<file path="src/rtl/poll_sched.sv">
module poll_sched #(
  parameter int SLOTS     = 8,
  parameter int GAP_TICKS = 5
) (
  input  logic                     clk,
  input  logic                     rst_n,
  input  logic                     tick,
  input  logic [SLOTS-1:0]         en_mask,
  input  logic [2:0]               delay_code,
  input  logic [7:0]               retry_max,
  input  logic                     poll_req,
  output logic                     rd_req,
  output logic [$clog2(SLOTS)-1:0] rd_slot,
  input  logic                     rd_done,
  input  logic                     rd_ok,
  input  logic [15:0]              rd_data,
  input  logic                     q_rd,
  input  logic [3:0]               q_sel,
  output logic [15:0]              q_data
);
  localparam int SW = $clog2(SLOTS);
  localparam int CW = $clog2(GAP_TICKS * 200 + 1);
  localparam logic [15:0] ERR_RETRY = 16'h8100;
  localparam logic [15:0] ERR_DIS   = 16'h8101;
  localparam logic [15:0] ERR_FRESH = 16'h8102;
  localparam logic [15:0] ERR_NOMAX = 16'h8103;

  typedef enum logic [1:0] {ST_WAIT, ST_BUSY, ST_GAP} st_t;

  st_t             st;
  logic [CW-1:0]   cnt, pause;
  logic [SW-1:0]   cur, first_i, next_i, mx_i, lm_idx;
  logic            first_v, next_v, mx_v, lm_ok, start, sweep_on;
  logic [7:0]      tries;
  logic [15:0]     res [SLOTS];
  logic [15:0]     mx;
  logic [SLOTS-1:0] en_q;

  assign rd_req   = (st == ST_BUSY);
  assign rd_slot  = cur;
  assign sweep_on = (pause != '0);
  assign start    = (st == ST_WAIT) && (poll_req || (sweep_on && tick && cnt <= CW'(1)));

  always_comb begin
    case (delay_code)
      3'd1:    pause = CW'(GAP_TICKS);
      3'd2:    pause = CW'(GAP_TICKS * 2);
      3'd3:    pause = CW'(GAP_TICKS * 4);
      3'd4:    pause = CW'(GAP_TICKS * 20);
      3'd5:    pause = CW'(GAP_TICKS * 40);
      3'd6:    pause = CW'(GAP_TICKS * 200);
      default: pause = '0;
    endcase
  end

  always_comb begin
    first_v = 1'b0; first_i = '0; next_v = 1'b0; next_i = '0;
    for (int i = SLOTS - 1; i >= 0; i--) begin
      if (en_mask[i]) begin
        first_v = 1'b1; first_i = SW'(i);
        if (SW'(i) > cur) begin next_v = 1'b1; next_i = SW'(i); end
      end
    end
  end

  always_comb begin
    mx_v = 1'b0; mx = '0; mx_i = '0;
    for (int i = 0; i < SLOTS; i++) begin
      if (en_mask[i] && res[i][15:9] != 7'h40 && (!mx_v || $signed(res[i]) > $signed(mx))) begin
        mx_v = 1'b1; mx = res[i]; mx_i = SW'(i);
      end
    end
  end

  always_ff @(posedge clk) begin
    if (!rst_n) begin
      st <= ST_WAIT; cnt <= '0; cur <= '0; tries <= '0; en_q <= '0;
      lm_ok <= 1'b0; lm_idx <= '0; q_data <= '0;
      for (int i = 0; i < SLOTS; i++) res[i] <= ERR_FRESH;
    end else begin
      en_q <= en_mask;
      case (st)
        ST_WAIT: begin
          if (start) begin
            if (first_v) begin st <= ST_BUSY; cur <= first_i; tries <= '0; end
            else cnt <= pause;
          end else if (sweep_on && tick) cnt <= cnt - CW'(1);
        end
        ST_BUSY: begin
          if (rd_done) begin
            if (rd_ok || tries == retry_max) begin
              res[cur] <= rd_ok ? rd_data : ERR_RETRY;
              tries <= '0;
              if (next_v) begin st <= ST_GAP; cnt <= CW'(GAP_TICKS); cur <= next_i; end
              else begin st <= ST_WAIT; cnt <= pause; end
            end else tries <= tries + 8'd1;
          end
        end
        default: begin
          if (tick) begin
            if (cnt <= CW'(1)) begin st <= ST_BUSY; tries <= '0; end
            else cnt <= cnt - CW'(1);
          end
        end
      endcase
      for (int i = 0; i < SLOTS; i++)
        if (en_mask[i] && !en_q[i]) res[i] <= ERR_FRESH;
      if (q_rd) begin
        if (!q_sel[3])
          q_data <= en_mask[q_sel[SW-1:0]] ? res[q_sel[SW-1:0]] : ERR_DIS;
        else if (q_sel == 4'd8) begin
          q_data <= mx_v ? mx : ERR_NOMAX;
          lm_ok  <= mx_v;
          lm_idx <= mx_i;
        end else if (q_sel == 4'd10)
          q_data <= lm_ok ? 16'(lm_idx) : ERR_NOMAX;
        else
          q_data <= '0;
      end
    end
  end

  AST_HOLD_REQ: assert property (@(posedge clk) disable iff (!rst_n)
    rd_req && !rd_done |=> rd_req && $stable(rd_slot));
  AST_GAP_AFTER_OK: assert property (@(posedge clk) disable iff (!rst_n)
    rd_req && rd_done && rd_ok |=> !rd_req);
  AST_RETRY_SAME_SLOT: assert property (@(posedge clk) disable iff (!rst_n)
    rd_req && rd_done && !rd_ok && tries != retry_max |=> rd_req && $stable(rd_slot));
  AST_CODE0_IDLE: assert property (@(posedge clk) disable iff (!rst_n)
    st == ST_WAIT && !poll_req && (delay_code == 3'd0 || delay_code == 3'd7) |=> !rd_req);
  AST_DIS_READ: assert property (@(posedge clk) disable iff (!rst_n)
    q_rd && !q_sel[3] && !en_mask[q_sel[SW-1:0]] |=> q_data == ERR_DIS);
  AST_MAX_VALID: assert property (@(posedge clk) disable iff (!rst_n)
    q_rd && q_sel == 4'd8 |=> q_data == ERR_NOMAX || q_data[15:9] != 7'h40);
endmodule

</file>
<file path="config.mk">
export PLATFORM = sky130hd
export DESIGN_NAME = poll_sched
export DESIGN_NICKNAME = d
export VERILOG_FILES = /design/src/rtl/poll_sched.sv
export SDC_FILE = /design/constraint.sdc
export NUM_CORES = 1
export LEC_CHECK = 0
export CORE_MARGIN = 2
export CORE_UTILIZATION = 35
export CTS_BUF_LIST = sky130_fd_sc_hd__clkbuf_4
export DETAILED_ROUTE_END_ITERATION = 8
export DONT_BUFFER_PORTS = 1
export GPL_TIMING_DRIVEN = 1
export PLACE_DENSITY = 0.5
export SYNTH_ARGS = -nofsm -noshare
export SYNTH_HDL_FRONTEND = slang
export SYNTH_SLANG_ARGS = --single-unit
</file>
<file path="constraint.sdc">
create_clock -name clk -period 37.5 [get_ports clk]
set_input_delay 1.875 -clock clk [delete_from_list [all_inputs] [get_ports clk]]
set_output_delay 1.875 -clock clk [all_outputs]
set_load 0.02 [all_outputs]
</file>
After elaboration in Yosys (flattened, before gate mapping)
Memories as Yosys holds them, arrays and structs flattened.
Index checks and enable logic that the tools add are counted.
{"block": "totals", "register_bits": 51, "ram_bits": 128, "inputBits": 46, "output_inout_bits": 20, "word_cells": 303, "mem_count": 1}
{"memory": "res", "words": 8, "word_bits": 16, "read_ports": 9, "rd_clocked_by_memory_dff": 0, "write_ports": 9, "line_no": "35", "text": "logic [15:0] res [SLOTS];"}
{"block": "classes", "n_addsub": 2, "order_cmp": 17, "n_eq_ne": 34, "mux": 149, "bitwise_logic": 32, "reduce_logical": 60}
{"op": "$mux W16", "count": 23}
{"op": "$gt A16 B16 Y1", "count": 7}
{"op": "$mux W3", "count": 35}
{"op": "$mux W10", "count": 8}
{"op": "$mux W1", "count": 64}
{"op": "$pmux W10 S6", "count": 1}
{"op": "$ne A7 B7 Y1 const B", "count": 8}
{"op": "$mux W8", "count": 6}
{"op": "$eq A3 B3 Y1 const B", "count": 11}
{"op": "$logic_and A1 B1 Y1", "count": 26}
{"op": "$pmux W10 S2", "count": 1}
{"op": "$reduce_and A6 Y1", "count": 3}
{"op": "$and A1 B1 Y1", "count": 16}
{"op": "$pmux W8 S2", "count": 1}
{"op": "$logic_not A1 Y1", "count": 15}
{"op": "$mux W2", "count": 7}
{"op": "$gt A3 B3 Y1 const A", "count": 4}
{"op": "$le A10 B1 Y1 const B", "count": 1}
{"op": "$reduce_bool A10 Y1", "count": 1}
{"op": "$sub A10 B1 Y10 const B", "count": 1}
{"op": "$logic_or A1 B1 Y1", "count": 9}
{"op": "$add A8 B1 Y8 const B", "count": 1}
{"op": "$eq A4 B4 Y1 const B", "count": 2}
{"op": "$eq A8 B8 Y1", "count": 1}
{"op": "20 further kinds", "count": 42}

Depth between registers and ports, before layout
Gate-level depths: netlist of the first run.
An unclocked memory read counts as a cell.
{"block": "depth", "ltp_word": 35, "ltp_mapped": 74, "ltp_nobuf": 63}

Worst setup path before layout of the first run
Ideal clock, no wire load.
{"block": "synth_path", "kind": "input to register", "startpoint": "input port en_mask[0]", "endpoint": "register q_data[10]", "setup_ns": 0.059, "arrival_time_ns": 16.166, "required_time_ns": 37.441, "setup_slack_ns": 21.275, "cell_stages": 69, "path_buffers": 16, "cell_sequence": "clkbuf_1 -> o41a_4 -> clkbuf_1 -> nand2_1 -> ha_1 -> nand4_1 -> a2111oi_0 -> or3_1 -> buf_6 -> buf_12 -> nand3_1 -> and2_1 -> ha_1 -> nor2b_1 -> o211ai_1 -> a21oi_1 -> or4bb_1 -> clkbuf_1 -> (+33 left out) -> nand2_1 -> nor4_1 -> a221oi_1 -> a2111oi_0 -> o21bai_1 -> clkbuf_1 -> clkbuf_1 -> a21o_1 -> ha_1 -> nand3_1 -> nor3_1 -> nand3_1 -> o311a_1 -> o21ai_0 -> nand3_1 -> or4_1 -> o21ai_0 -> a31o_1"}
{"block": "synth_via", "elab_chain_len": 33, "elab_cells_between_ends": 51, "classes_between": "7 x order compare; 22 x mux; 22 x reduce/logical"}
{"item": "start: declaration", "line_no": "8", "text": "input logic [SLOTS-1:0] en_mask,"}
{"item": "$logic_and A1 B1 Y1", "line_no": "69", "text": "if (en_mask[i] && res[i][15:9] != 7'h40 && (!mx_v || $signed(res[i]) > $signed(mx))) begin"}
{"item": "$mux W16 or $mux W1 (tied branches)", "line_no": "69"}
{"item": "$gt A16 B16 Y1 or $logic_not A1 Y1 (tied branches)", "line_no": "69"}
{"item": "$logic_or A1 B1 Y1", "line_no": "69"}
{"item": "$logic_and A1 B1 Y1", "line_no": "69"}
{"item": "$mux W16 or $mux W1 (tied branches)", "line_no": "69"}
{"item": "$gt A16 B16 Y1 or $logic_not A1 Y1 (tied branches)", "line_no": "69"}
{"item": "$logic_or A1 B1 Y1", "line_no": "69"}
{"item": "(+17 left out)"}
{"item": "$mux W16 or $mux W1 (tied branches)", "line_no": "69"}
{"item": "$gt A16 B16 Y1 or $logic_not A1 Y1 (tied branches)", "line_no": "69"}
{"item": "$logic_or A1 B1 Y1", "line_no": "69"}
{"item": "$logic_and A1 B1 Y1", "line_no": "69"}
{"item": "$mux W16 or $mux W1 (tied branches)", "line_no": "69"}
{"item": "$mux W16", "line_no": "112", "text": "q_data <= mx_v ? mx : ERR_NOMAX;"}
{"item": "$mux W16", "line_no": "111", "text": "else if (q_sel == 4'd8) begin"}
{"item": "$mux W16 *", "line_no": "109", "text": "if (!q_sel[3])"}
{"item": "end signal: assignment", "line_no": "110", "text": "q_data <= en_mask[q_sel[SW-1:0]] ? res[q_sel[SW-1:0]] : ERR_DIS;"}
{"item": "end signal: assignment", "line_no": "112"}
{"item": "end signal: assignment", "line_no": "116", "text": "q_data <= lm_ok ? 16'(lm_idx) : ERR_NOMAX;"}
{"item": "end: declaration", "line_no": "19", "text": "output logic [15:0] q_data"}
Mark *: on every way between the ends. The rest lies on a longest branch, timed or not. The select of a mux whose other input is x is not followed.
A chain may end at the register's enable or synchronous reset.

==> impl_metrics.json, run 1 <==
{
  "status": "finished clean",
  "ys_seq_elements": 179,
  "dp_hpwl_um": 36800,
  "synth_edf_count": 128,
  "reg2reg_depth": 60,
  "firstDrtPassIters": 5,
  "drive_above_1_share_pct": 9.55,
  "cts_tree": "yes",
  "yosysUniqueCellTypes": 90,
  "hp-class": "flip-flop to flip-flop",
  "grt_overflow_total": 0,
  "clkLatencyLatePin_ns": 0.64,
  "cp_num_buf_inv": 2,
  "wirelength_um": 48200,
  "synthesis.area_um2": 13700,
  "cts-resized-gates": 0,
  "max_stage_delay_ns": 0.87,
  "die_h_um": 202,
  "layout_setup_ws_ns": 18.23,
  "grtUsageMet1_pct": 31.8,
  "final.setup.tns_ns": 0,
  "worstPathRequired_ns": 38.08,
  "max_slew_margin_pct": 25.3,
  "postSynthNetCount": 1600,
  "fp.dieW_um": 202,
  "hold-path-cell-count": 2,
  "finalNonFillerCells": 1912,
  "grt_pass1_wl_um": 72200,
  "p_leak_nw": 5.24,
  "yosys_warnings": 0,
  "yosysSeqAreaShare_pct": 35.6,
  "synth.most_common_cell": "nor2_1",
  "slowest_stage": "o21a_2",
  "arrival_ns": 19.85,
  "synthFlopType": "edfxtp_1",
  "skew_ns": 0.0242,
  "critPathCaptureType": "flip-flop",
  "drtAntennaViolNets": 0,
  "area_delta_synth_final_pct": 4.57,
  "track_usage_pct": 23.8,
  "p_per_area_nw_per_um2": 52.4,
  "path_clk_slew_ns": 0.16,
  "final-setup-viol-count": 0,
  "gp_congestion": 0.908,
  "crit_top_cell": "ha_1",
  "final.min_clock_period_ns": 19.27,
  "finalCritPeriodShare_pct": 51.4,
  "antenna_found_initial": 1,
  "clock.fmax_ghz": 0.0519,
  "critPathLaunchType": "flip-flop",
  "grt-busiest-layer": "met2",
  "syn-mean-instance-area_um2": 9.49,
  "via_per_inst": 6.06,
  "synth_area_leader_cell": "edfxtp_1",
  "post-place-ws_ns": 17.91,
  "clock_path_buffers": 2,
  "synthArstFlopShare_pct": 0,
  "grtUsageMet2_pct": 38.0,
  "root_buffer": "clkbuf_4",
  "rows": 72,
  "place_area_um2": 14000,
  "wire_per_inst_um": 25.2,
  "nFillCells": 3965,
  "dieArea_um2": 40600,
  "nNetsFinal": 1541,
  "peakVddDrop_mv": 0.0558,
  "crit_family": "compound AO/OA/AOI/OAI gates",
  "clkSinkCount": 179,
  "portBuffers": 0,
  "netlist_instances": 1439,
  "cts_buffers": 17,
  "finalHoldViolCount": 0,
  "synth_top_area_share_pct": 28.1,
  "grt_start_max_net_pins": 50,
  "fp.coreArea_um2": 38600,
  "crit_type": "flip-flop to flip-flop",
  "h-tree-depth": 4,
  "dr_total_vias": 11600,
  "ios": 66,
  "cap_violations": 0,
  "start_util_pct": 35.4,
  "slew_viol_final": 0,
  "grtUsageMet3_pct": 3.71,
  "drcViolationCount": 0,
  "path_depth": 60,
  "rsz0062_at_grt": "no",
  "post-cts-setup-buffers": 0,
  "path_max_fanout": 49,
  "first_iter_violations": 1027,
  "grt_pass1_vias": 11400,
  "fin_area_um2": 14300,
  "cts_hold_buf": 0,
  "synth_area_leaders": "edfxtp_1 28%, ha_1 11%, dfxtp_1 7.5%",
  "synth_common_cells": "185 x nor2_1, 128 x edfxtp_1, 117 x nand2_1",
  "max_slew.worst_pin.slew_ns": 1.11,
  "dp_cells": 1879
}
==> layout make-up <==
type	count	area [um2]	share of cell area (%)
Antenna cell	2	5.00	0.0350
Clock buffer	19	143	0.999
Clock inverter	12	146	1.03
Inverter	41	154	1.08
Multi-Input combinational cell	1132	8250	57.8
Sequential cell	179	4860	34.1
Tap cell	518	648	4.54
Timing Repair Buffer	9	67.6	0.473
==> logic make-up (layout without fill, tap and decap cells) <==
| logic type | after synthesis | after routing | synth area share [%] |
|---|---|---|---|
| simple gates | 535 | 535 | 19.1 |
| compound gates | 403 | 403 | 21.9 |
| flops | 179 | 179 | 35.6 |
| buf+inv | 128 | 81 | 4.04 |
| fa+ha+maj | 115 | 115 | 10.5 |
| mux | 62 | 62 | 7.71 |
| xor+xnor | 17 | 17 | 1.09 |
| other cells | 0 | 2 | 0 |
==> registers in the layout (all words and copies together) (netlist names) <==
register,flops
en_q,8
rd_slot,3
lm_ok,1
res,128
q_data,16
tries,8
st,2
lm_idx,3
cnt,10
==> power by group <==
group | internal [W] | switching [W] | total (W)
Combinational | 0.000147 | 0.000226 | 0.000374
Sequential | 0.000228 | 0.0000276 | 0.000256
Clock | 0.0000424 | 0.0000763 | 0.000119
Total | 0.000418 | 0.000330 | 0.000748
==> metal layers <==
metal | up-vias | share of wire [%]
met5 | - | 0
met4 | 0 | 4.2
met3 | 74 | 5.6
met2 | 392 | 46
met1 | 5731 | 44
li1 | 5391 | -
==> cells in the final DEF, fill, tap and decap left out, drive strengths merged, types with 30 or more instances in the layout <==
master  instances
nor2          185
edfxtp        128
nand2         117
ha            115
a21oi          93
o21ai          73
dfxtp          51
a21o           50
inv            47
nand3          45
and2           41
mux4           34
a311oi         31
nand2b         30
==> worst min-delay path, stage by stage, from the launching register on <==
cell and delay [ns]:
dfxtp_1 0.34, o21ai_0 0.07, a21oi_1 0.06
==> metrics by stage <==
step	hold WS (ns)	util [%]	total power, W
2_1_floorplan	0.453	-	0.000540
4_1_cts	0.502	37.0	0.000749
5_1_grt	0.540	37.0	0.000804
3_5_place_dp	0.480	36.3	0.000629
3_3_place_gp	0.475	36.3	0.000629
6_report	0.496	37.0	0.000748
==> final timing paths <==
path	slack, ns	start	to
max reg2reg	18.23	res[0][13]	q_data[10]
min	0.50	cnt[8]	cnt[8]
min reg2reg	0.50	cnt[8]	cnt[8]
max	18.23	res[0][13]	q_data[10]
Power figures use the tool's default switching activity.
==> inputs of run 2 (changes only) <==
Settings changed: ABC_AREA from default to 1, PLACE_DENSITY 0.5 to 0.52.
Clock period 37.5 ns to 16.5 ns, I/O delays scaled along.
==> run 2 against run 1 <==
Against the previous run: final cell count rose by 21%; clock skew grew 0.0073 ns; clock-buffer cell count unchanged; combinational power is 110% higher; largest power group unchanged.
==> impl_metrics.json, run 2 <==
{
  "place_area_um2": 13700,
  "wirelength_um": 49500,
  "grtUsageMet2_pct": 40.9,
  "seqCellArea_um2": 4860,
  "path_clk_slew_ns": 0.17,
  "synth_area_leaders": "edfxtp_1 29%, nand2_1 11%, ha_1 11%",
  "track_usage_pct": 25.3,
  "regMostFlops": "res",
  "yosysUniqueCellTypes": 55,
  "postSynthNetCount": 1983,
  "utilization_pct": 37.4,
  "area_delta_synth_final_pct": 5.36,
  "max_stage_delay_ns": 0.51,
  "ios": 66,
  "cts_hold_buf": 0,
  "grt-busiest-layer": "met2",
  "clock_path_buffers": 2,
  "fp.dieW_um": 199,
  "finalPower_w": 0.00163,
  "layout_common_cells": "394 x nand2_1, 245 x nor2_1, 189 x inv_1",
  "p_per_area_nw_per_um2": 116,
  "critPathCaptureType": "flip-flop",
  "yosysSeqAreaShare_pct": 36.5,
  "via_per_inst": 5.41,
  "crit_top_cell": "nand2_1",
  "cts_buffers": 17,
  "drcViolationCount": 0,
  "synth_common_cells": "400 x nand2_1, 245 x nor2_1, 192 x inv_1",
  "start_util_pct": 35.5,
  "synthMuxAreaShare_pct": 0,
  "cp_num_buf_inv": 12,
  "grt_overflow_total": 0,
  "clkLatencyLatePin_ns": 0.63,
  "clkSinkCount": 179,
  "synthArstFlopShare_pct": 0,
  "synth_top_family_by_area": "simple AND/OR/NAND/NOR gates",
  "max_slew_margin_pct": 35.5,
  "finalCritPeriodShare_pct": 89.9,
  "final.min_clock_period_ns": 14.83,
  "layout_commonest_cell": "nand2_1",
  "dp_hpwl_um": 38200,
  "synth_top_area_share_pct": 28.8,
  "h-tree-depth": 4,
  "finalHoldViolCount": 0,
  "fin_area_um2": 14000,
  "reg.largest.list": "res x128, q_data x16, cnt x10",
  "yosys_warnings": 0,
  "nFillCells": 4024,
  "rows": 71,
  "firstDrtPassIters": 6,
  "crit_type": "flip-flop to flip-flop",
  "crit_family": "simple AND/OR/NAND/NOR gates",
  "dr_total_vias": 12500,
  "peakVddDrop_mv": 0.0670,
  "synthXorXnorAreaFrac_pct": 0.986,
  "grt_start_max_net_pins": 73,
  "worstPathRequired_ns": 17.05,
  "clock.fmax_ghz": 0.0674,
  "ys_seq_elements": 179,
  "synthFlopType": "edfxtp_1",
  "p_leak_nw": 6.13,
  "largest_reg_flops": 128,
  "synth-simple-area-share_pct": 28.2,
  "portBuffers": 0,
  "slowest_stage": "o21ai_0",
  "netlist_instances": 1822,
  "cap_violations": 0,
  "critPathLaunchType": "flip-flop",
  "grt_pass1_vias": 11900,
  "syn-mean-instance-area_um2": 7.31,
  "path_max_fanout": 29,
  "first_iter_violations": 1356,
  "arrival_ns": 15.38,
  "grt_pass1_wl_um": 73800,
  "reg2reg_slack_ns": 1.67,
  "hp-class": "input pin to flip-flop",
  "hold_slack_ns": 0.297,
  "grtUsageMet1_pct": 33.9,
  "synthesis.area_um2": 13300,
  "drtAntennaViolNets": 0,
  "drive_above_1_share_pct": 6.48,
  "layout_setup_ws_ns": 1.67,
  "slew_viol_final": 0,
  "antenna_found_initial": 1,
  "synth_edf_count": 128,
  "synth_adder_area_share_pct": 10.8,
  "dieArea_um2": 39700,
  "max_slew.worst_pin.slew_ns": 0.964,
  "nNetsFinal": 1939,
  "final-setup-viol-count": 0,
  "skew_ns": 0.0315,
  "synth_area_leader_cell": "edfxtp_1",
  "status": "finished clean",
  "post-place-ws_ns": -0.543,
  "grtUsageMet3_pct": 3.92,
  "root_buffer": "clkbuf_4",
  "synth.most_common_cell": "nand2_1",
  "die_h_um": 199,
  "fp.coreArea_um2": 37600,
  "wire_per_inst_um": 21.5,
  "cts_tree": "yes",
  "synth_compound_area_share_pct": 15.8,
  "multi_input_area_um2": 7480,
  "gp_congestion": 0.938
}
## run 2: cell types whose count changed after synthesis, moves of 23 or more
cell,previous run,this run
nand2_1,117,400
inv_1,41,192
o21ai_0,67,171
nor2_1,185,245
a21o_1,50,2
nand3_1,39,86
mux4_2,34,0
a21oi_1,91,121
nand2b_1,30,0
mux2i_1,23,0
or2_2,7,30
## run 2: final timing paths
path	end	start	depth (start not counted)
max reg2reg	q_data[8]	res[0][15]	100
min reg2reg	cnt[9]	cnt[9]	2
max	q_data[8]	res[0][15]	100
min	en_q[6]	en_mask[6]	2
## run 2: layer usage
metal | vias to the layer above | part of all wire [%]
li1 | 6038 | -
met1 | 5813 | 44
met2 | 521 | 46
met3 | 96 | 6.8
met4 | 0 | 3.9
met5 | - | 0
## run 2: cell families (layout without fill, tap and decap cells)
| family | Yosys count | after routing |
|---|---|---|
| and+or+nand+nor | 872 | 872 |
| AOI/OAI and AO/OA | 379 | 379 |
| buffers and inverters | 262 | 231 |
| DFF | 179 | 179 |
| adders and majority gates | 115 | 115 |
| xor gates and xnor gates | 15 | 15 |
| other | 0 | 2 |
## run 2: area by class of cell
cell class / instances / share of cell area (%)
clock inverter: 13 / 0.998
timing repair buffer: 5 / 0.267
clock buffer: 19 / 1.02
inverter: 194 / 5.24
multi-input combinational: 1381 / 53.2
antenna: 2 / 0.0356
tap: 511 / 4.55
sequential: 179 / 34.6
## run 2: what timing repair did
action | 4_1_cts | 5_1_grt
resized for setup | 2 | 10
setup endpoints to repair | 19 | 19
buffers inserted | 0 | 1
## run 2: where the power goes
part           internal [W]  leakage [nW]  total (W)  switching, W
logic              0.000269          4.25   0.000790      0.000521
registers          0.000522          1.72   0.000578     0.0000561
clock network     0.0000843         0.157   0.000266      0.000182
## run 2: per-stage QoR
step	setup TNS, ns	cells
final	0	2304
after global routing	-0.0194	2304
after CTS	0	2301
after detailed placement	-8.21	2269
after global placement	-1.01	2269
after floorplan	0	1822
==> inputs of run 3 (changes only) <==
==> constraint.sdc (replaced) <==
create_clock -name clk -period 16.5 [get_ports clk]
set_input_delay 4.125 -clock clk [delete_from_list [all_inputs] [get_ports clk]]
set_output_delay 4.125 -clock clk [all_outputs]
set_load 0.02 [all_outputs]
==> run 3 against run 2 <==
Against the previous run: via count is 4.6% higher; die area stayed put; non-clock buffer count is 152 higher; clock power hardly changed.
==> impl_metrics.json, run 3 (synthesis results as in run 2) <==
{
  "clkPwrFrac_pct": 14.3,
  "nNetsFinal": 2091,
  "r2r_start": "res[0][11]",
  "antenna_found_initial": 1,
  "crit_top_cell": "nand2_1",
  "p_leak_nw": 6.98,
  "track_usage_pct": 25.6,
  "clock_path_buffers": 2,
  "drtAntennaViolNets": 0,
  "first_iter_violations": 1284,
  "power_switching_share_pct": 44.6,
  "rows": 71,
  "drcViolationCount": 0,
  "multi_input_area_um2": 7800,
  "cap_violations": 0,
  "cp_num_buf_inv": 17,
  "regMostFlops": "res",
  "reg.largest.list": "res x128, q_data x16, cnt x10",
  "pwr-share-seq_pct": 30.8,
  "cts_tree": "yes",
  "firstDrtPassIters": 5,
  "grt_pass1_vias": 12200,
  "dp_hpwl_um": 39000,
  "finalPower_w": 0.00188,
  "critPathCaptureType": "flip-flop",
  "status": "finished clean",
  "path_max_fanout": 15,
  "fp.coreArea_um2": 37600,
  "critPathLaunchType": "input pin",
  "skew_ns": 0.0350,
  "dr_total_vias": 13000,
  "fp.dieW_um": 199,
  "wire_per_inst_um": 20.7,
  "grtUsageMet1_pct": 34.4,
  "layout_common_cells": "387 x nand2_1, 240 x nor2_1, 186 x inv_1",
  "grt_overflow_total": 0,
  "p_per_area_nw_per_um2": 120,
  "h-tree-depth": 4,
  "combPwrFrac_pct": 54.9,
  "p_int_w": 0.00104,
  "grt-busiest-layer": "met2",
  "reg2reg_depth": 109,
  "root_buffer": "clkbuf_4",
  "grtUsageMet3_pct": 4.51,
  "wirelength_um": 50900,
  "layout_commonest_cell": "nand2_1",
  "clkSinkCount": 179,
  "rr_endpoint": "q_data[8]",
  "clkLatencyLatePin_ns": 0.64,
  "crit_family": "simple AND/OR/NAND/NOR gates",
  "max_slew.worst_pin.slew_ns": 1.16,
  "finalNonFillerCells": 2454,
  "arrival_ns": 15.98,
  "final-setup-viol-count": 0,
  "antenna_cells": 0,
  "path_depth": 107,
  "crit_type": "input pin to flip-flop",
  "portBuffers": 0,
  "power.switching_w": 0.000838,
  "area_delta_synth_final_pct": 17.8,
  "seqCellArea_um2": 4860,
  "max_slew_margin_pct": 22.7,
  "worstPathRequired_ns": 17.02,
  "largest_reg_flops": 128,
  "path_clk_slew_ns": 0.17,
  "hp-class": "flip-flop to flip-flop",
  "max_stage_delay_ns": 0.30,
  "grtUsageMet2_pct": 42.0,
  "grt_start_max_net_pins": 73,
  "die_h_um": 199,
  "reg2reg_slack_ns": 3.62,
  "dieArea_um2": 39700,
  "cts_buffers": 17,
  "nFillCells": 3907,
  "start_util_pct": 35.5,
  "finalHoldViolCount": 0,
  "crit_end": "q_data[8]",
  "slowest_stage": "ha_1",
  "drive_above_1_share_pct": 16.7,
  "dp_cells": 2413,
  "crit_start": "en_mask[0]",
  "peakVddDrop_mv": 0.0630,
  "final.min_clock_period_ns": 15.47,
  "grt_pass1_wl_um": 75000,
  "finalCritPeriodShare_pct": 93.7,
  "ios": 66,
  "clock.fmax_ghz": 0.0646,
  "via_per_inst": 5.31,
  "slew_viol_final": 0,
  "gp_congestion": 0.960
}
-- run 3: worst min-delay path: stages, from the launching register on --
cell     delay, ns
dfxtp_1       0.36
nand2_1       0.07
a21oi_1       0.05
-- run 3: power groups by stage --
stage               combinational, W  sequential [W]  clock (W)
global route                 0.00115        0.000583   0.000285
finish                       0.00103        0.000579   0.000269
CTS                         0.000945        0.000577   0.000271
global placement            0.000930        0.000588          0
floorplan                   0.000594        0.000566          0
detailed placement          0.000940        0.000587          0
-- run 3: area by class of cell --
cell class | instances | share of cell area (%)
Clock buffer | 17 | 0.813
Timing Repair Buffer | 157 | 8.66
Inverter | 194 | 4.70
Multi-Input combinational cell | 1381 | 49.7
Clock inverter | 15 | 1.10
Sequential cell | 179 | 31.0
Tap cell | 511 | 4.07
-- run 3: worst min path at each step --
stage / startpoint / to / slack, ns / cells past startpoint
final: cnt[9] / cnt[9] / 0.50 / 2
after global routing: cnt[9] / cnt[9] / 0.53 / 2
after CTS: cnt[9] / cnt[9] / 0.51 / 2
after detailed placement: cnt[9] / cnt[9] / 0.48 / 2
after global placement: cnt[9] / cnt[9] / 0.47 / 2
after floorplan: tries[7] / tries[7] / 0.45 / 1
-- run 3: timing repair --
action                     in CTS  in global routing
buffers inserted                0                  2
resized for setup               0                107
setup endpoints to repair       0                 19
hold buffers                    0                  0
-- run 3: layer usage --
layer | share of wire [%] | up-vias
li1 | - | 6344
met4 | 2.7 | 2
met5 | 0.035 | -
met1 | 44 | 6105
met3 | 7.4 | 74
met2 | 46 | 516
-- run 3: stage by stage --
step / instance area (um2) / worst slack, ns / TNS (ns) / utilization [%] / hold WS [ns]
global route: 15700 / -0.119 / -0.936 / 41.8 / 0.527
detailed placement: 14900 / -0.449 / -6.89 / 39.5 / 0.483
finish: 15700 / 1.03 / 0 / 41.8 / 0.501
floorplan: 13300 / 0.315 / 0 / - / 0.452
global placement: 14900 / -0.135 / -1.69 / 39.5 / 0.473
CTS: 15200 / 0.178 / 0 / 40.3 / 0.506
